`src/rtl/rxring_pkg.sv`:
```
// Shared helpers for the receive ring.
// Assumes the header layout: bit 7 extended, bit 6 remote, bits 3:0 DLC.
package rxring_pkg;

    // Width of a record length: a record can be up to 3 + 2 + 15 bytes long.
    localparam int LEN_W = 5;

    // Number of bytes a stored record occupies, worked out from its header byte.
    function automatic logic [LEN_W-1:0] hdr_to_len(input logic [7:0] hdr);
        logic [LEN_W-1:0] n;
        n = LEN_W'(3);
        if (hdr[7]) begin
            n = n + LEN_W'(2);
        end
        if (!hdr[6]) begin
            n = n + LEN_W'(hdr[3:0]);
        end
        return n;
    endfunction

endpackage

```
`src/rtl/rxring_mem.sv`:
```
// Byte storage of the ring: one write port and two combinational read ports.
// One read port serves the host window and the other returns the header at the read base.
// Assumes DEPTH is at least 16, so a single subtraction wraps any offset.
module rxring_mem #(
    parameter int DEPTH = 64,
    parameter int AW    = $clog2(DEPTH),
    parameter int OW    = 4
) (
    input  logic          clk,
    input  logic          we,
    input  logic [AW-1:0] waddr,
    input  logic [7:0]    wdata,
    input  logic [AW-1:0] rd_base,
    input  logic [OW-1:0] win_off,
    output logic [7:0]    win_data,
    output logic [7:0]    hdr_data
);
    logic [7:0]    ram [DEPTH];
    logic [AW:0]   sum;
    logic [AW-1:0] win_addr;

    // Store one record byte.
    always_ff @(posedge clk) begin
        if (we) begin
            ram[waddr] <= wdata;
        end
    end

    // Window address: the read base plus the offset, wrapped to the ring size.
    always_comb begin
        sum = {1'b0, rd_base} + (AW+1)'(win_off);
        if (sum >= (AW+1)'(DEPTH)) begin
            sum = sum - (AW+1)'(DEPTH);
        end
        win_addr = sum[AW-1:0];
    end

    // Both read ports.
    always_comb begin
        win_data = ram[win_addr];
        hdr_data = ram[rd_base];
    end
endmodule

```
`src/rtl/rxring_wr.sv`:
```
// Write side: checks the fit at the start strobe and steps the write pointer.
// It counts down the bytes still due and flags the commit on the last byte.
// Assumes the writer does not raise a new start before the current record ends.
module rxring_wr #(
    parameter int DEPTH = 64,
    parameter int AW    = $clog2(DEPTH),
    parameter int CW    = $clog2(DEPTH+1),
    parameter int LW    = rxring_pkg::LEN_W
) (
    input  logic          clk,
    input  logic          rst_n,
    input  logic          clr,
    input  logic          wr_start,
    input  logic          wr_valid,
    input  logic [LW-1:0] wr_len,
    input  logic [CW-1:0] byte_count,
    input  logic [AW-1:0] rd_base,
    output logic          mem_we,
    output logic [AW-1:0] mem_waddr,
    output logic          accept,
    output logic          drop,
    output logic          commit
);
    logic [AW-1:0] wr_ptr;
    logic [AW-1:0] ptr_inc;
    logic [LW-1:0] left;
    logic          fits;
    logic          mid;

    // Fit check, byte qualification and commit detection.
    always_comb begin
        fits    = ({1'b0, byte_count} + (CW+1)'(wr_len)) <= (CW+1)'(DEPTH);
        accept  = wr_start && fits && !clr;
        drop    = wr_start && !fits && !clr;
        mid     = wr_valid && !wr_start && (left != '0) && !clr;
        mem_we  = accept || mid;
        mem_waddr = wr_ptr;
        commit  = (mid && (left == LW'(1))) || (accept && (wr_len == LW'(1)));
        ptr_inc = (wr_ptr == AW'(DEPTH-1)) ? '0 : wr_ptr + AW'(1);
    end

    // Write pointer and count of bytes still due.
    always_ff @(posedge clk) begin
        if (!rst_n) begin
            wr_ptr <= '0;
            left   <= '0;
        end else if (clr) begin
            wr_ptr <= rd_base;
            left   <= '0;
        end else if (accept) begin
            wr_ptr <= ptr_inc;
            left   <= wr_len - LW'(1);
        end else if (drop) begin
            left   <= '0;
        end else if (mid) begin
            wr_ptr <= ptr_inc;
            left   <= left - LW'(1);
        end
    end
endmodule

```
`src/rtl/rxring_rel.sv`:
```
// Release side: decodes the length of the oldest record from its header and advances the read base.
// Assumes the oldest record is complete whenever the message count is non-zero.
module rxring_rel #(
    parameter int DEPTH = 64,
    parameter int AW    = $clog2(DEPTH),
    parameter int MW    = $clog2(DEPTH/3+1),
    parameter int LW    = rxring_pkg::LEN_W
) (
    input  logic          clk,
    input  logic          rst_n,
    input  logic          clr,
    input  logic          rel_cmd,
    input  logic [MW-1:0] msg_count,
    input  logic [7:0]    hdr_data,
    output logic [AW-1:0] rd_base,
    output logic          rel_go,
    output logic [LW-1:0] rel_len
);
    logic [AW:0] nxt;

    // Qualify the release and compute the advanced base.
    always_comb begin
        rel_go  = rel_cmd && (msg_count != '0) && !clr;
        rel_len = rxring_pkg::hdr_to_len(hdr_data);
        nxt     = {1'b0, rd_base} + (AW+1)'(rel_len);
        if (nxt >= (AW+1)'(DEPTH)) begin
            nxt = nxt - (AW+1)'(DEPTH);
        end
    end

    // Read base register.
    always_ff @(posedge clk) begin
        if (!rst_n) begin
            rd_base <= '0;
        end else if (rel_go) begin
            rd_base <= nxt[AW-1:0];
        end
    end
endmodule

```
`src/rtl/rxring_fifo.sv`:
```
// Top of the receive ring. Holds the byte and message counts and the two flags.
// Write and release in the same cycle are both taken: the fit check uses the count from before the release.
module rxring_fifo #(
    parameter int DEPTH = 64,
    parameter int WIN   = 13,
    parameter int AW    = $clog2(DEPTH),
    parameter int CW    = $clog2(DEPTH+1),
    parameter int MW    = $clog2(DEPTH/3+1),
    parameter int OW    = $clog2(WIN),
    parameter int LW    = rxring_pkg::LEN_W
) (
    input  logic          clk,
    input  logic          rst_n,
    input  logic          op_enter,
    input  logic          wr_start,
    input  logic          wr_valid,
    input  logic [7:0]    wr_data,
    input  logic [LW-1:0] wr_len,
    input  logic          rel_cmd,
    input  logic          ovr_clr,
    input  logic [OW-1:0] win_off,
    output logic [7:0]    win_data,
    output logic [CW-1:0] byte_count,
    output logic [MW-1:0] msg_count,
    output logic          msg_avail,
    output logic          overrun
);
    logic          mem_we;
    logic [AW-1:0] mem_waddr;
    logic          accept;
    logic          drop;
    logic          commit;
    logic [AW-1:0] rd_base;
    logic          rel_go;
    logic [LW-1:0] rel_len;
    logic [7:0]    hdr_data;
    logic [CW-1:0] byte_nxt;
    logic [MW-1:0] msg_nxt;

    rxring_mem #(.DEPTH(DEPTH), .AW(AW), .OW(OW)) u_mem (
        .clk      (clk),
        .we       (mem_we),
        .waddr    (mem_waddr),
        .wdata    (wr_data),
        .rd_base  (rd_base),
        .win_off  (win_off),
        .win_data (win_data),
        .hdr_data (hdr_data)
    );

    rxring_wr #(.DEPTH(DEPTH), .AW(AW), .CW(CW), .LW(LW)) u_wr (
        .clk        (clk),
        .rst_n      (rst_n),
        .clr        (op_enter),
        .wr_start   (wr_start),
        .wr_valid   (wr_valid),
        .wr_len     (wr_len),
        .byte_count (byte_count),
        .rd_base    (rd_base),
        .mem_we     (mem_we),
        .mem_waddr  (mem_waddr),
        .accept     (accept),
        .drop       (drop),
        .commit     (commit)
    );

    rxring_rel #(.DEPTH(DEPTH), .AW(AW), .MW(MW), .LW(LW)) u_rel (
        .clk       (clk),
        .rst_n     (rst_n),
        .clr       (op_enter),
        .rel_cmd   (rel_cmd),
        .msg_count (msg_count),
        .hdr_data  (hdr_data),
        .rd_base   (rd_base),
        .rel_go    (rel_go),
        .rel_len   (rel_len)
    );

    // Next counts: reservation at accept, commit on the last byte, freeing at release.
    always_comb begin
        byte_nxt = byte_count;
        if (accept) begin
            byte_nxt = byte_nxt + CW'(wr_len);
        end
        if (rel_go) begin
            byte_nxt = byte_nxt - CW'(rel_len);
        end
        msg_nxt = msg_count + MW'(commit) - MW'(rel_go);
    end

    // Count and availability registers.
    always_ff @(posedge clk) begin
        if (!rst_n) begin
            byte_count <= '0;
            msg_count  <= '0;
            msg_avail  <= 1'b0;
        end else if (op_enter) begin
            byte_count <= '0;
            msg_count  <= '0;
            msg_avail  <= 1'b0;
        end else begin
            byte_count <= byte_nxt;
            msg_count  <= msg_nxt;
            msg_avail  <= (msg_nxt != '0);
        end
    end

    // Sticky overrun flag; a drop wins over a clear.
    always_ff @(posedge clk) begin
        if (!rst_n) begin
            overrun <= 1'b0;
        end else if (drop) begin
            overrun <= 1'b1;
        end else if (ovr_clr) begin
            overrun <= 1'b0;
        end
    end
endmodule

```
`config.mk`:
```
export PLATFORM = sky130hd
export DESIGN_NAME = rxring_fifo
export DESIGN_NICKNAME = d
export VERILOG_FILES = /design/src/rtl/rxring_pkg.sv /design/src/rtl/rxring_mem.sv /design/src/rtl/rxring_wr.sv /design/src/rtl/rxring_rel.sv /design/src/rtl/rxring_fifo.sv
export SDC_FILE = /design/constraint.sdc
export NUM_CORES = 1
export LEC_CHECK = 0
export CAP_MARGIN = 20
export CORE_MARGIN = 2
export CORE_UTILIZATION = 55
export DETAILED_ROUTE_END_ITERATION = 8
export PLACE_DENSITY = 0.74
export SYNTH_ARGS = -nofsm -noshare
export SYNTH_HDL_FRONTEND = slang
export SYNTH_HIERARCHICAL = 1
export SYNTH_SLANG_ARGS = --single-unit
```
`constraint.sdc`:
```
create_clock -name clk -period 4.8 [get_ports clk]
set_clock_uncertainty 0.1 [all_clocks]
set_input_delay 1.2 -clock clk [delete_from_list [all_inputs] [get_ports clk]]
set_output_delay 1.2 -clock clk [all_outputs]
set_load 0.005 [all_outputs]
```
# After elaboration in Yosys (flattened, before gate mapping)
# Memory sizes are Yosys's and may differ from the RTL's. A register that Yosys moved wholly into a read port is not among the register bits.
# Cells that the tools add are included.
# totals
mem_count	1
word_cells	73
reg_bits	31
mem_bits_rw	512
in_bits	24
output_inout_bits	22
# memory_table
memory	words	width	read_ports	rd_ports_with_merged_regs	write_ports	line	source
u_mem.ram	64	8	2	1	1	rxring_mem.sv:18	logic [7:0] ram [DEPTH];
# op_classes
bitwise_logic	1
muxes	20
magnitude_cmp	3
n_addsub	13
eq_ne	4
reduce_logical	24
# ops
operator	n
$mux 6	9
$mux 5	4
$reduce_bool 5->1	3
$ge 7x7->1 const B	2
$mux 7	2
$sub 6x1->6 const B	2
$logic_and 1x1->1	11
$eq 5x1->1 const B	2
$sub 5x1->5 const B	2
$add 7x5->8	1
$le 8x7->1 const B	1
$add 6x4->7	1
$add 6x5->7	1
$add 7x5->7	1
$sub 7x5->7	1
$add 6x1->6 const B	1
$eq 6x6->1 const B	1
$reduce_bool 3->1	2
$add 3x4->5	1
$add 5x1->5	1
$sub 5x1->5	1
$mux 1	4
$logic_not 1->1	3
$mux 3	1
other kinds (6)	7

# Longest topological paths before layout
# Gate-level depths: netlist (run 1).
# logic_depth
depth_word	9
depth_mapped	20
ltp_nobuf	19

# By module
# The synthesis (run 1) kept the hierarchy.
# by_module_without_submodules
module	seq_area_each_um2	cells_per_inst	area_per_inst_um2	instances
rxring_mem	15374.7	1157	24222.0	1
rxring_wr	220.2	154	1209.9	1
rxring_fifo	280.3	130	1138.6	1
rxring_rel	120.1	70	583.1	1

# Worst setup path before layout (run 1)
# Ideal clock, no wire load.
# synth_path
path_kind	input-to-reg
startpoint	input wr_len[0]
endpoint	register byte_count[6]
required_time_ps	4570
setup_ps	130
path_slack_ps	-139
stages	18
arrival_ps	4709
n_path_buf	1
cell_sequence	ha_1 > fa_1 > a21o_2 > a2111oi_0 > a311oi_1 > o21ai_2 > nand2_1 > nor2_1 > buf_4 > mux2i_1 > ha_1 > inv_1 > fa_1 > a21o_1 > a21oi_1 > o21ai_0 > a211oi_1 > nor3b_2
# synth_via
elab_chain_cells	7
elab_cells_between_ends	8
cone_classes	add/sub: 3; order compare: 1; mux: 2; reduce/logical: 2
# synth_rtl
element	line	source
start, declared	rxring_fifo.sv:18	input logic [LW-1:0] wr_len,
$add 7x5->8 (*)	rxring_wr.sv:32	fits = ({1'b0, byte_count} + (CW+1)'(wr_len)) <= (CW+1)'(DEPTH);
$le 8x7->1 (*)	rxring_wr.sv:32	
$logic_and 1x1->1 (*) (2 in a row)	rxring_wr.sv:33	accept = wr_start && fits && !clr;
net accept	rxring_fifo.sv:30	logic accept;
$mux 7 (*)	rxring_fifo.sv:82	if (accept) begin
$sub 7x5->7	rxring_fifo.sv:86	byte_nxt = byte_nxt - CW'(rel_len);
$mux 7 (*)	rxring_fifo.sv:85	if (rel_go) begin
end signal, assigned	rxring_fifo.sv:102	byte_count <= byte_nxt;
end, declared	rxring_fifo.sv:23	output logic [CW-1:0] byte_count,
# Mark *: on every way through the listed nets, which the timed path passes. The rest lies on a longest branch.
# A chain may end at the register's enable or synchronous reset.

# Worst setup path in the final report (run 1)
# layout_path
startpoint	input win_off[0]
endpoint	output win_data[0]
# layout_via
elab_chain_cells	4
elab_cells_between_ends	5
cone_classes	add/sub: 2; order compare: 1; mux: 1; memory: 1
# layout_rtl
element	line	source
start, declared	rxring_fifo.sv:21	input logic [OW-1:0] win_off,
$add 6x4->7 (*)	rxring_mem.sv:31	sum = {1'b0, rd_base} + (AW+1)'(win_off);
$sub 6x1->6 / $ge 7x7->1 (equally long branches)	rxring_mem.sv:33, rxring_mem.sv:32	
$mux 6 (*)	rxring_mem.sv:32	if (sum >= (AW+1)'(DEPTH)) begin
$mem_v2 64x8 (*)	n/a	
end, declared	rxring_fifo.sv:22	output logic [7:0] win_data,
# Mark *: on every way between the ends. The rest lies on a longest branch, timed or not.

==> results of run 1 <==
-- worst min-delay path, cell delays in order (launching register included) --
cell     delay, ns
dfxtp_1       0.35
nor2_1        0.12
nor3_1        0.05
-- per-layer routing --
layer  GRT usage, %  vias to the layer above
li1               -                     6592
met1           37.5                     8199
met2           45.5                      958
met3           9.87                      150
met4           9.39                        4
met5              0                        -
-- cells in the final DEF, fill, tap and decap left out, types with 6 or more instances in the layout --
cell	n
mux2i_2	23
o211ai_1	6
buf_6	7
mux2i_4	18
xnor2_1	14
nand4_1	11
edfxtp_1	512
clkdlybuf4s50_1	25
a211oi_1	6
buf_16	9
buf_2	16
nor2_1	88
clkinv_1	17
a21oi_1	18
nand3_1	14
dfxtp_1	28
ha_1	33
buf_12	44
clkbuf_16	59
mux4_2	245
o21ai_0	11
bufinv_16	6
mux2i_1	87
nand2_1	39
inv_1	37
nor3_1	9
nor2b_1	13
a21o_1	14
buf_4	196
xor2_1	8
clkbuf_1	11
nand2b_1	9
-- power by group through the flow --
stage	sequential, mW	clock (mW)	combinational (mW)
after floorplan	5.35	0	1.72
after global placement	5.39	0	2.83
after detailed placement	5.39	0	2.89
after CTS	5.29	4.30	3.16
after global routing	5.29	4.49	3.56
final	5.29	4.27	3.37
-- flip-flops by register name, summed over array words and instances, names as in the netlist --
register        cells
msg_count           5
overrun             1
u_mem/ram         512
msg_avail           1
u_wr/mem_waddr      6
u_rel/rd_base       6
byte_count          7
u_wr/left           5
-- worst paths after layout --
kind / end / startpoint
worst min-delay path: u_wr/left[3]$_SDFFE_PP0P_ / u_wr/left[3]$_SDFFE_PP0P_
worst min register to register: u_wr/left[3]$_SDFFE_PP0P_ / u_wr/left[3]$_SDFFE_PP0P_
worst max-delay path: win_data[0] / win_off[0]
worst max register to register: byte_count[6]$_SDFF_PP0_ / u_rel/rd_base[0]$_SDFFE_PN0P_
-- repair_timing --
action / in CTS / in global routing
setup endpoints to repair: 10 / 15
gates cloned: 8 / 2
setup buffers: 18 / 19
pin swaps: 2 / 6
gates resized for setup: 108 / 54
-- final cells by class --
| class | instances | share of cell area [%] |
|---|---|---|
| Clock buffer | 68 | 4.58 |
| Clock inverter | 34 | 0.992 |
| Timing Repair Buffer | 309 | 10.1 |
| Inverter | 40 | 0.469 |
| Tap cell | 615 | 2.40 |
| Sequential cell | 543 | 49.9 |
| Multi-Input combinational cell | 787 | 31.5 |
==> results_tabular.tex, run 1 <==
\begin{tabular}{lr}
\hline
Metric & Value \\
\hline
\multicolumn{2}{l}{\textbf{Outcome}} \\
\quad Status & finished with violations \\
\quad Violated checks & setup timing \\
\multicolumn{2}{l}{\textbf{Timing}} \\
\quad Transition time at the pin with the least slew margin & slightly above 0.8 ns \\
\quad Setup TNS after final layout & -3.53 ns \\
\quad Maximum clock rate & between 150 and 200 MHz \\
\quad Number of slew-limit violations in the final report & 0 \\
\quad Slew Limit Headroom & about 46\% \\
\quad Worst hold slack & $\sim$0.46 ns \\
\quad Fraction of the cycle the final worst path needs & 110\% \\
\quad Hold Violations, Final & 0 \\
\quad Shortest clock period the worst path allows after layout & 5.27 ns \\
\quad Min setup slack post-route & -0.468 ns \\
\quad Setup repair after global routing missed its margin & yes \\
\quad Setup Viol. Count Final & 8 \\
\multicolumn{2}{l}{\textbf{Synthesis}} \\
\quad Syn Std Cell Area & roughly 26000 um\^{}2 \\
\quad Count of mapped cells out of synthesis & 1465 \\
\quad Avg Cell Area, Syn & $\sim$18 um\^{}2 \\
\quad Net count after synthesis & roughly 1500 \\
\quad Count of synthesis-stage warnings from yosys & 6 \\
\multicolumn{2}{l}{\textbf{Power}} \\
\quad Total power of the final layout & roughly 13 mW \\
\quad Combinational Power Share & between 20\% and 30\% \\
\quad Reported net switching power & 3.52 mW \\
\quad Sequential share of power & roughly 41\% \\
\quad Power Internal & about 9.4 mW \\
\quad Highest ir drop seen on vdd & about 0.42 mV \\
\quad Leak & about 11 nW \\
\quad Sw Ratio & between 20\% and 30\% \\
\quad Power per Cell Area & just over 400 nW/um\^{}2 \\
\quad Clock network fraction of total power & approximately a third \\
\multicolumn{2}{l}{\textbf{Worst setup path}} \\
\quad Crit Path Class & in2out \\
\quad Peak per-stage delay on the critical path & $\sim$0.86 ns \\
\quad Data arrival, critical path & roughly 4.0 ns \\
\quad Depth of the critical timing path with buffers and inverters included & 14 \\
\quad R2r setup slk & around 0.18 ns \\
\quad Largest driver fanout on the critical path & 7 \\
\quad Worst Setup Start Kind & input pin \\
\quad Cell breakdown of the critical path & buf\_6 -> ha\_4 -> inv\_2 -> fa\_4 -> buf\_12 -> buf\_12 -> buf\_12 -> mux4\_2 -> mux2i\_2 -> mux2i\_1 -> mux2i\_1 -> buf\_4 -> mux2i\_4 -> clkbuf\_2 \\
\quad Type of destination of the critical path & output pin \\
\quad Most numerous cell on the critical path & buf\_12 \\
\quad Critical-path top delay cell & fa\_4 \\
\quad Buf+Inv Stages, Crit Path & 7 \\
\quad Required time of the critical path & roughly 3.5 ns \\
\quad CP delay by family, top & adder cells \\
\quad Reg2reg path depth & 19 \\
\multicolumn{2}{l}{\textbf{Placement}} \\
\quad Number of buffers inserted by port buffering & 45 \\
\quad Placed Instance Area & just under 30000 um\^{}2 \\
\quad Routability congestion estimate & about 0.88 \\
\quad Worst-case setup slack after placement & -1.41 ns \\
\quad Detailed placer's ending HPWL & between 40000 and 50000 um \\
\quad Cell Count Post-Placement & around 2200 \\
\multicolumn{2}{l}{\textbf{Final layout}} \\
\quad Footprint of the multi-input gates & between 10000 and 15000 um\^{}2 \\
\quad Post-layout instance count excluding filler cells & 2396 \\
\quad Area growth syn-to-layout & 22.2\% \\
\quad Fraction of layout cells with a size suffix above 1 & between 30\% and 40\% \\
\quad Filler Cells Inserted & around 3000 \\
\quad Sequential cell area in the final layout & 16000 um\^{}2 \\
\quad \# diodes & 0 \\
\quad Finished layout cell area & 32000 um\^{}2 \\
\quad Final Core Density & between 60\% and 70\% \\
\quad NumNets Final & roughly 1800 \\
\multicolumn{2}{l}{\textbf{Route}} \\
\quad Number of vias in the routed layout & 15900 \\
\quad DR WL met3 & about 8500 um \\
\quad Max layer used & met5 \\
\quad Number of DRC markers in iteration 0 & approximately 1900 \\
\quad Average via count per standard cell & 6.64 \\
\quad Metal-1 WL & roughly 26000 um \\
\quad DR WL/cell & 29.3 um \\
\quad Overall routed net length & 70200 um \\
\quad First-pass iteration count of the detailed router & 5 \\
\quad DRT antenna net count & 0 \\
\quad Total met2 wirelength after detailed routing & 33700 um \\
\quad DRC viols & 0 \\
\multicolumn{2}{l}{\textbf{Clock tree}} \\
\quad Maximum buffer depth of the clock tree & 3 \\
\quad Hold-fix buffers at CTS & 0 \\
\quad Clock transition at path regs & approximately 0.060 ns \\
\quad Clock tree from TritonCTS & built \\
\quad Cell at the root of the clock tree & clkbuf\_16 \\
\quad Clock buffer count from CTS & between 50 and 60 \\
\quad Worst-skew pair later-pin latency & 0.61 ns \\
\quad Sink count of the clock tree & between 500 and 600 \\
\quad H-tree level count & 2 \\
\multicolumn{2}{l}{\textbf{Die}} \\
\quad Placeable core region & between 40000 and 50000 um\^{}2 \\
\quad Number of cell rows & 80 \\
\quad Initial standard-cell utilization of the core & 55.4\% \\
\quad Number of I/O pins & 46 \\
\quad Floorplan die area & between 40000 and 50000 um\^{}2 \\
\quad Width of the die & $\sim$220 um \\
\quad Height of the die & 222 um \\
\multicolumn{2}{l}{\textbf{Global route}} \\
\quad Overflow after GRT & 0 \\
\quad Total routing resource utilization after global routing & 28.7\% \\
\quad Number of global-route vias before repair & about 16000 \\
\quad Largest net degree at the start of global routing & between 60 and 70 \\
\quad Initial antenna violation count & 2 \\
\quad Wire length of the first global-routing pass & just over 100000 um \\
\multicolumn{2}{l}{\textbf{Flow run}} \\
\quad Max\_cap viols & 0 \\
\multicolumn{2}{l}{\textbf{Min path}} \\
\quad Hold Crit Depth & 2 \\
\quad Worst hold-check path type & reg2reg \\
\hline
\end{tabular}
(Power assumes the default switching activity.)
==> inputs of run 2 (changes only) <==
--- a/config.mk
+++ b/config.mk
@@ -10,6 +10,7 @@
 export CORE_UTILIZATION = 55
 export DETAILED_ROUTE_END_ITERATION = 8
 export PLACE_DENSITY = 0.74
+export RECOVER_POWER = 100
 export SYNTH_ARGS = -nofsm -noshare
 export SYNTH_HDL_FRONTEND = slang
 export SYNTH_HIERARCHICAL = 1
==> run 2 against run 1 <==
The run ends with capacitance limit, slew limit, setup timing left. Die area stayed put. Setup slack worse by 0.015 ns. Wire length hardly changed. Sequential power hardly changed. Non-clock buffer count stayed put. Worst hold slack worse by 0.0029 ns. Register-to-register slack worse by 0.23 ns.
==> results_tabular.tex, run 2 (synthesized netlist as in run 1, its figures left out) <==
\begin{tabular}{lr}
\hline
Metric & Value \\
\hline
\multicolumn{2}{l}{\textbf{Worst setup path}} \\
\quad Largest driver fanout on the critical path & 7 \\
\quad Critical Path End & win\_data[1] \\
\quad Data arrival, critical path & roughly 4.0 ns \\
\quad Required time of the critical path & approximately 3.5 ns \\
\quad Crit Path Class & in2out \\
\quad Type of destination of the critical path & output pin \\
\quad R2r setup slk & -0.05 ns \\
\quad Reg2reg path depth & 18 \\
\quad Crit. Startpoint & win\_off[0] \\
\quad Worst Setup Start Kind & input pin \\
\quad Source of the worst register-to-register timing path & u\_rel/rd\_base[0]\$\_SDFFE\_PN0P\_ \\
\quad Endpoint of the most critical register-to-register path & byte\_count[6]\$\_SDFF\_PP0\_ \\
\multicolumn{2}{l}{\textbf{Final layout}} \\
\quad Highest-count cells in the layout ignoring fill and taps & 512 x edfxtp\_1, 245 x mux4\_2, 192 x buf\_4 \\
\quad Number of flip-flops under the largest register name & just over 500 \\
\quad Sequential cell area in the final layout & 16000 um\^{}2 \\
\quad Area growth syn-to-layout & 21.4\% \\
\quad Post-layout instance count excluding filler cells & between 2000 and 2500 \\
\quad \# diodes & 0 \\
\quad Footprint of the multi-input gates & between 10000 and 15000 um\^{}2 \\
\quad Filler Cells Inserted & around 3000 \\
\quad Top Registers & u\_mem/ram x512, byte\_count x7 \\
\quad NumNets Final & between 1500 and 2000 \\
\quad Fraction of layout cells with a size suffix above 1 & a little under two fifths \\
\quad Final Core Density & between 60\% and 70\% \\
\quad Finished layout cell area & around 32000 um\^{}2 \\
\quad Largest register by flop count & u\_mem/ram \\
\quad Most frequent standard cell in the layout excluding fill and tap cells & edfxtp\_1 \\
\multicolumn{2}{l}{\textbf{Timing}} \\
\quad Shortest clock period the worst path allows after layout & between 5 and 6 ns \\
\quad Setup Viol. Count Final & between 200 and 300 \\
\quad Setup repair after global routing missed its margin & yes \\
\quad Fraction of the cycle the final worst path needs & 110\% \\
\quad Slew Limit Headroom & -77.3\% \\
\quad Number of slew-limit violations in the final report & 380 \\
\quad Transition time at the pin with the least slew margin & 2.66 ns \\
\quad Maximum clock rate & $\sim$190 MHz \\
\quad Worst hold slack & 0.462 ns \\
\quad Min setup slack post-route & -0.483 ns \\
\quad Hold Violations, Final & 0 \\
\multicolumn{2}{l}{\textbf{Die}} \\
\quad Height of the die & approximately 220 um \\
\quad Width of the die & between 200 and 250 um \\
\quad Floorplan die area & around 49000 um\^{}2 \\
\quad Number of cell rows & 80 \\
\quad Placeable core region & 47300 um\^{}2 \\
\quad Initial standard-cell utilization of the core & a little under three fifths \\
\quad Number of I/O pins & 46 \\
\multicolumn{2}{l}{\textbf{Global route}} \\
\quad Wire length of the first global-routing pass & roughly 100000 um \\
\quad Overflow after GRT & 0 \\
\quad Initial antenna violation count & 2 \\
\quad Total routing resource utilization after global routing & around 29\% \\
\quad Largest net degree at the start of global routing & 65 \\
\quad Number of global-route vias before repair & 16200 \\
\multicolumn{2}{l}{\textbf{Placement}} \\
\quad Routability congestion estimate & just under 0.9 \\
\quad Worst-case setup slack after placement & -1.41 ns \\
\quad Detailed placer's ending HPWL & approximately 44000 um \\
\quad Placed Instance Area & 29000 um\^{}2 \\
\quad Cell Count Post-Placement & between 2000 and 2500 \\
\quad Number of buffers inserted by port buffering & 45 \\
\multicolumn{2}{l}{\textbf{Power}} \\
\quad Leak & roughly 11 nW \\
\quad Power per Cell Area & around 400 nW/um\^{}2 \\
\quad Highest ir drop seen on vdd & roughly 0.42 mV \\
\multicolumn{2}{l}{\textbf{Route}} \\
\quad Overall routed net length & 70100 um \\
\quad DRC viols & 0 \\
\quad DR WL/cell & between 20 and 30 um \\
\quad Average via count per standard cell & $\sim$6.7 \\
\quad First-pass iteration count of the detailed router & 5 \\
\quad DRT antenna net count & 0 \\
\quad Number of vias in the routed layout & between 15000 and 20000 \\
\quad Number of DRC markers in iteration 0 & about 1800 \\
\multicolumn{2}{l}{\textbf{Clock tree}} \\
\quad Sink count of the clock tree & 543 \\
\quad Clock tree from TritonCTS & built \\
\quad Worst-skew pair later-pin latency & between 0.6 and 0.7 ns \\
\quad Cell at the root of the clock tree & clkbuf\_16 \\
\quad Clock buffer count from CTS & 55 \\
\quad H-tree level count & 2 \\
\quad Maximum buffer depth of the clock tree & 3 \\
\quad Clock transition at path regs & $\sim$0.06 ns \\
\multicolumn{2}{l}{\textbf{Outcome}} \\
\quad Violated checks & capacitance limit, slew limit, setup timing \\
\quad Status & finished with violations \\
\multicolumn{2}{l}{\textbf{Flow run}} \\
\quad Max\_cap viols & 8 \\
\multicolumn{2}{l}{\textbf{Min path}} \\
\quad Worst hold-check path type & reg2reg \\
\quad Hold Crit Depth & 2 \\
\hline
\end{tabular}
-- run 2: cell type report --
class | instances | area share [%]
Sequential cell | 543 | 50.3
Multi-Input combinational cell | 787 | 31.6
Timing Repair Buffer | 309 | 9.65
Clock buffer | 68 | 4.61
Tap cell | 615 | 2.42
Clock inverter | 34 | 0.998
Inverter | 40 | 0.472
-- run 2: critical path, cell delays in order --
cell     delay (ns)
buf_6          0.07
ha_4           0.12
inv_2          0.04
fa_4           0.86
buf_12         0.18
buf_12         0.13
buf_8          0.12
mux4_2         0.30
mux2i_1        0.20
mux2i_1        0.11
mux2i_1        0.25
buf_4          0.18
mux2i_2        0.07
buf_2          0.14
-- run 2: worst min-delay path by stage --
stage / endpoint / slack (ns) / startpoint
finish: u_wr/left[3]$_SDFFE_PP0P_ / 0.46 / u_wr/left[3]$_SDFFE_PP0P_
global placement: u_wr/left[3]$_SDFFE_PP0P_ / 0.43 / u_wr/left[3]$_SDFFE_PP0P_
floorplan: u_wr/mem_waddr[3]$_SDFFE_PN0P_ / 0.39 / u_wr/mem_waddr[3]$_SDFFE_PN0P_
CTS: u_wr/left[3]$_SDFFE_PP0P_ / 0.46 / u_wr/left[3]$_SDFFE_PP0P_
detailed placement: u_wr/left[3]$_SDFFE_PP0P_ / 0.44 / u_wr/left[3]$_SDFFE_PP0P_
global route: u_wr/left[1]$_SDFFE_PP0P_ / 0.50 / u_wr/left[1]$_SDFFE_PP0P_
-- run 2: power breakdown --
group          leakage, nW  switching [mW]  internal [mW]  total (mW)
Combinational         5.15            1.66           1.68        3.34
Sequential            4.86          0.0642           5.23        5.30
Clock                0.860            1.78           2.48        4.27
Total                 10.9            3.51           9.39        12.9
-- run 2: per-layer routing --
layer | wire length (um) | global-route usage, % | share of wire [%]
met1 | 25900 | 37.5 | 37
met2 | 33600 | 45.5 | 48
met3 | 8380 | 9.87 | 12
met4 | 2240 | 9.39 | 3.2
met5 | 21 | 0 | 0.030
-- run 2: stage by stage --
step                setup TNS, ns  total power, mW
floorplan                       0             7.07
global placement           -72.31             8.22
detailed placement         -92.89             8.27
CTS                         -3.27             12.8
global route              -115.47             13.3
finish                     -36.82             12.9
-- run 2: timing repair --
item | 4_1_cts | 5_1_grt
endpoints found under the setup margin | 10 | 15
hold buffers | 0 | 0
pin swaps | 2 | 6
gates resized for setup | 108 | 54
setup buffers | 18 | 19
gates cloned | 8 | 2
==> inputs of run 3 (changes only) <==
--- a/config.mk
+++ b/config.mk
@@ -7,9 +7,9 @@
 export LEC_CHECK = 0
 export CAP_MARGIN = 20
 export CORE_MARGIN = 2
-export CORE_UTILIZATION = 55
+export CORE_UTILIZATION = 29
+export CTS_CLUSTER_SIZE = 28
 export DETAILED_ROUTE_END_ITERATION = 8
-export PLACE_DENSITY = 0.74
 export RECOVER_POWER = 100
 export SYNTH_ARGS = -nofsm -noshare
 export SYNTH_HDL_FRONTEND = slang
==> run 3 against run 2 <==
The run still ends with capacitance limit, slew limit, setup timing left. Global-route usage decreased by 13 points. Largest power group unchanged. Setup slack improved by 0.011 ns. Cell count increased by 24%. Critical endpoint is now win_data[6]. Worst hold slack improved by 0.015 ns. Critical path type unchanged. First-iteration DRC count decreased by 23%.
==> results_tabular.tex, run 3 (synthesized netlist as in run 1, its figures left out) <==
\begin{tabular}{lr}
\hline
Metric & Value \\
\hline
\multicolumn{2}{l}{\textbf{Clock tree}} \\
\quad Clock tree from TritonCTS & built \\
\quad Sink count of the clock tree & 543 \\
\quad Clock transition at path regs & 0.06 ns \\
\quad Worst-skew pair later-pin latency & between 0.6 and 0.7 ns \\
\quad H-tree level count & 2 \\
\quad Maximum buffer depth of the clock tree & 3 \\
\quad Cell at the root of the clock tree & clkbuf\_16 \\
\quad Clock buffer count from CTS & 58 \\
\multicolumn{2}{l}{\textbf{Power}} \\
\quad Power Internal & a little under 10 mW \\
\quad Reported net switching power & 3.65 mW \\
\quad Leak & approximately 11 nW \\
\quad Highest ir drop seen on vdd & 0.292 mV \\
\quad Combinational Power Share & roughly a quarter \\
\quad Sw Ratio & a little over a quarter \\
\quad Sequential share of power & 39.8\% \\
\quad Power per Cell Area & roughly 410 nW/um\^{}2 \\
\quad Clock network fraction of total power & between 30\% and 40\% \\
\multicolumn{2}{l}{\textbf{Die}} \\
\quad Floorplan die area & approximately 93000 um\^{}2 \\
\quad Width of the die & between 300 and 400 um \\
\quad Number of cell rows & 110 \\
\quad Initial standard-cell utilization of the core & between 20 and 30\% \\
\quad Number of I/O pins & 46 \\
\quad Placeable core region & approximately 90000 um\^{}2 \\
\quad Height of the die & approximately 300 um \\
\multicolumn{2}{l}{\textbf{Outcome}} \\
\quad Violated checks & capacitance limit, slew limit, setup timing \\
\quad Status & finished with violations \\
\multicolumn{2}{l}{\textbf{Global route}} \\
\quad Wire length of the first global-routing pass & roughly 110000 um \\
\quad Overflow after GRT & 0 \\
\quad Total routing resource utilization after global routing & between 10\% and 20\% \\
\quad Initial antenna violation count & 0 \\
\quad Number of global-route vias before repair & around 16000 \\
\quad Largest net degree at the start of global routing & 65 \\
\multicolumn{2}{l}{\textbf{Worst setup path}} \\
\quad Endpoint of the most critical register-to-register path & byte\_count[6]\$\_SDFF\_PP0\_ \\
\quad Crit. Startpoint & win\_off[0] \\
\quad Type of destination of the critical path & output pin \\
\quad Data arrival, critical path & between 3 and 4 ns \\
\quad Source of the worst register-to-register timing path & u\_rel/rd\_base[0]\$\_SDFFE\_PN0P\_ \\
\quad Required time of the critical path & approximately 3.5 ns \\
\quad Critical Path End & win\_data[6] \\
\quad Largest driver fanout on the critical path & 7 \\
\quad Worst Setup Start Kind & input pin \\
\quad R2r setup slk & $\sim$0.16 ns \\
\quad Reg2reg path depth & 17 \\
\quad Crit Path Class & in2out \\
\multicolumn{2}{l}{\textbf{Flow run}} \\
\quad Max\_cap viols & 7 \\
\multicolumn{2}{l}{\textbf{Final layout}} \\
\quad NumNets Final & about 1800 \\
\quad Largest register by flop count & u\_mem/ram \\
\quad Top Registers & u\_mem/ram x512, byte\_count x7 \\
\quad Highest-count cells in the layout ignoring fill and taps & 512 x edfxtp\_1, 245 x mux4\_2, 178 x buf\_4 \\
\quad Fraction of layout cells with a size suffix above 1 & just under 40\% \\
\quad Number of flip-flops under the largest register name & 512 \\
\quad Filler Cells Inserted & around 8300 \\
\quad Most frequent standard cell in the layout excluding fill and tap cells & edfxtp\_1 \\
\quad Post-layout instance count excluding filler cells & between 2000 and 3000 \\
\quad Final Core Density & about 36\% \\
\quad Area growth syn-to-layout & 24.7\% \\
\multicolumn{2}{l}{\textbf{Timing}} \\
\quad Hold Violations, Final & 0 \\
\quad Shortest clock period the worst path allows after layout & between 5 and 6 ns \\
\quad Min setup slack post-route & -0.472 ns \\
\quad Setup repair after global routing missed its margin & yes \\
\quad Slew Limit Headroom & -116\% \\
\quad Maximum clock rate & 190 MHz \\
\quad Number of slew-limit violations in the final report & 347 \\
\quad Transition time at the pin with the least slew margin & roughly 3.2 ns \\
\quad Fraction of the cycle the final worst path needs & 110\% \\
\quad Setup TNS after final layout & -3.27 ns \\
\quad Setup Viol. Count Final & 9 \\
\multicolumn{2}{l}{\textbf{Min path}} \\
\quad Hold Crit Depth & 2 \\
\quad Worst hold-check path type & reg2reg \\
\multicolumn{2}{l}{\textbf{Route}} \\
\quad Number of vias in the routed layout & about 16000 \\
\quad DRC viols & 0 \\
\quad First-pass iteration count of the detailed router & 5 \\
\quad DRT antenna net count & 0 \\
\quad Average via count per standard cell & 5.28 \\
\quad Overall routed net length & $\sim$72000 um \\
\quad DR WL/cell & roughly 24 um \\
\quad Number of DRC markers in iteration 0 & around 1400 \\
\multicolumn{2}{l}{\textbf{Placement}} \\
\quad Detailed placer's ending HPWL & $\sim$46000 um \\
\quad Routability congestion estimate & 0.797 \\
\quad Number of buffers inserted by port buffering & 45 \\
\quad Cell Count Post-Placement & 2805 \\
\hline
\end{tabular}
[run 3: cell types whose count changed in the layout (fill, tap and decap cells not counted), sizes merged]
cell           change
clkinvlp           +4
clkbuf             -7
buf                +3
bufbuf             -2
clkdlybuf4s50      -1
diode              +2
inv                +3
clkinv             +3
dlygate4sd2        +1
bufinv             +3
[run 3: through the flow]
stage                     total power, mW  area (um^2)  hold WS [ns]  setup WS, ns
after detailed placement             8.41        29800         0.470         -1.45
final                                13.3        32700         0.477        -0.472
after global routing                 13.8        32700         0.513        -0.529
after floorplan                      7.07        26300         0.389       0.00633
after global placement               8.36        29800         0.437         -1.49
after CTS                            13.4        32500         0.483        -0.475
[run 3: layer usage]
metal  vias up  track usage [%]  share of wire [%]
met5         -                0                  0
met1      8229             21.1                 42
met2       749             24.9                 48
li1       6598                -                  -
met4         0             3.81                2.0
met3        93             2.57                8.4
[run 3: power groups by stage]
stage / registers [mW] / logic (mW) / clock network [mW]
2_1_floorplan: 5.35 / 1.72 / 0
3_3_place_gp: 5.38 / 2.98 / 0
3_5_place_dp: 5.38 / 3.03 / 0
4_1_cts: 5.28 / 3.31 / 4.79
5_1_grt: 5.29 / 3.56 / 4.97
6_report: 5.29 / 3.32 / 4.69
[run 3: layout make-up]
| type | count | area (um^2) | area share [%] |
|---|---|---|---|
| Inverter | 40 | 150 | 0.459 |
| Clock buffer | 63 | 1470 | 4.50 |
| Timing Repair Buffer | 308 | 3090 | 9.46 |
| Antenna cell | 2 | 5.00 | 0.0153 |
| Tap cell | 1176 | 1470 | 4.50 |
| Multi-Input combinational cell | 787 | 9970 | 30.5 |
| Sequential cell | 543 | 16000 | 48.9 |
| Clock inverter | 47 | 539 | 1.65 |
[run 3: timing repair]
| item | in CTS | in global routing |
|---|---|---|
| resized for setup | 123 | 21 |
| gates cloned | 6 | 4 |
| buffers inserted | 33 | 5 |
| hold buffers | 0 | 0 |
| endpoints found under the setup margin | 10 | 14 |
| pin swaps | 3 | 6 |
[run 3: worst min-delay path by stage]
stage	startpoint	to
3_3_place_gp	u_wr/left[3]$_SDFFE_PP0P_	u_wr/left[3]$_SDFFE_PP0P_
4_1_cts	u_wr/left[1]$_SDFFE_PP0P_	u_wr/left[1]$_SDFFE_PP0P_
2_1_floorplan	u_wr/mem_waddr[3]$_SDFFE_PN0P_	u_wr/mem_waddr[3]$_SDFFE_PN0P_
5_1_grt	u_wr/left[3]$_SDFFE_PP0P_	u_wr/left[3]$_SDFFE_PP0P_
6_report	u_wr/left[3]$_SDFFE_PP0P_	u_wr/left[3]$_SDFFE_PP0P_
3_5_place_dp	u_wr/left[1]$_SDFFE_PP0P_	u_wr/left[1]$_SDFFE_PP0P_
[run 3: critical path, stage by stage]
cell and delay [ns]:
buf_6 0.07, ha_4 0.12, inv_2 0.03, fa_4 0.88
buf_12 0.18, buf_6 0.11, buf_6 0.10, mux4_2 0.30
mux2i_2 0.21, mux2i_1 0.12, mux2i_2 0.27, mux2i_2 0.18
buf_2 0.17
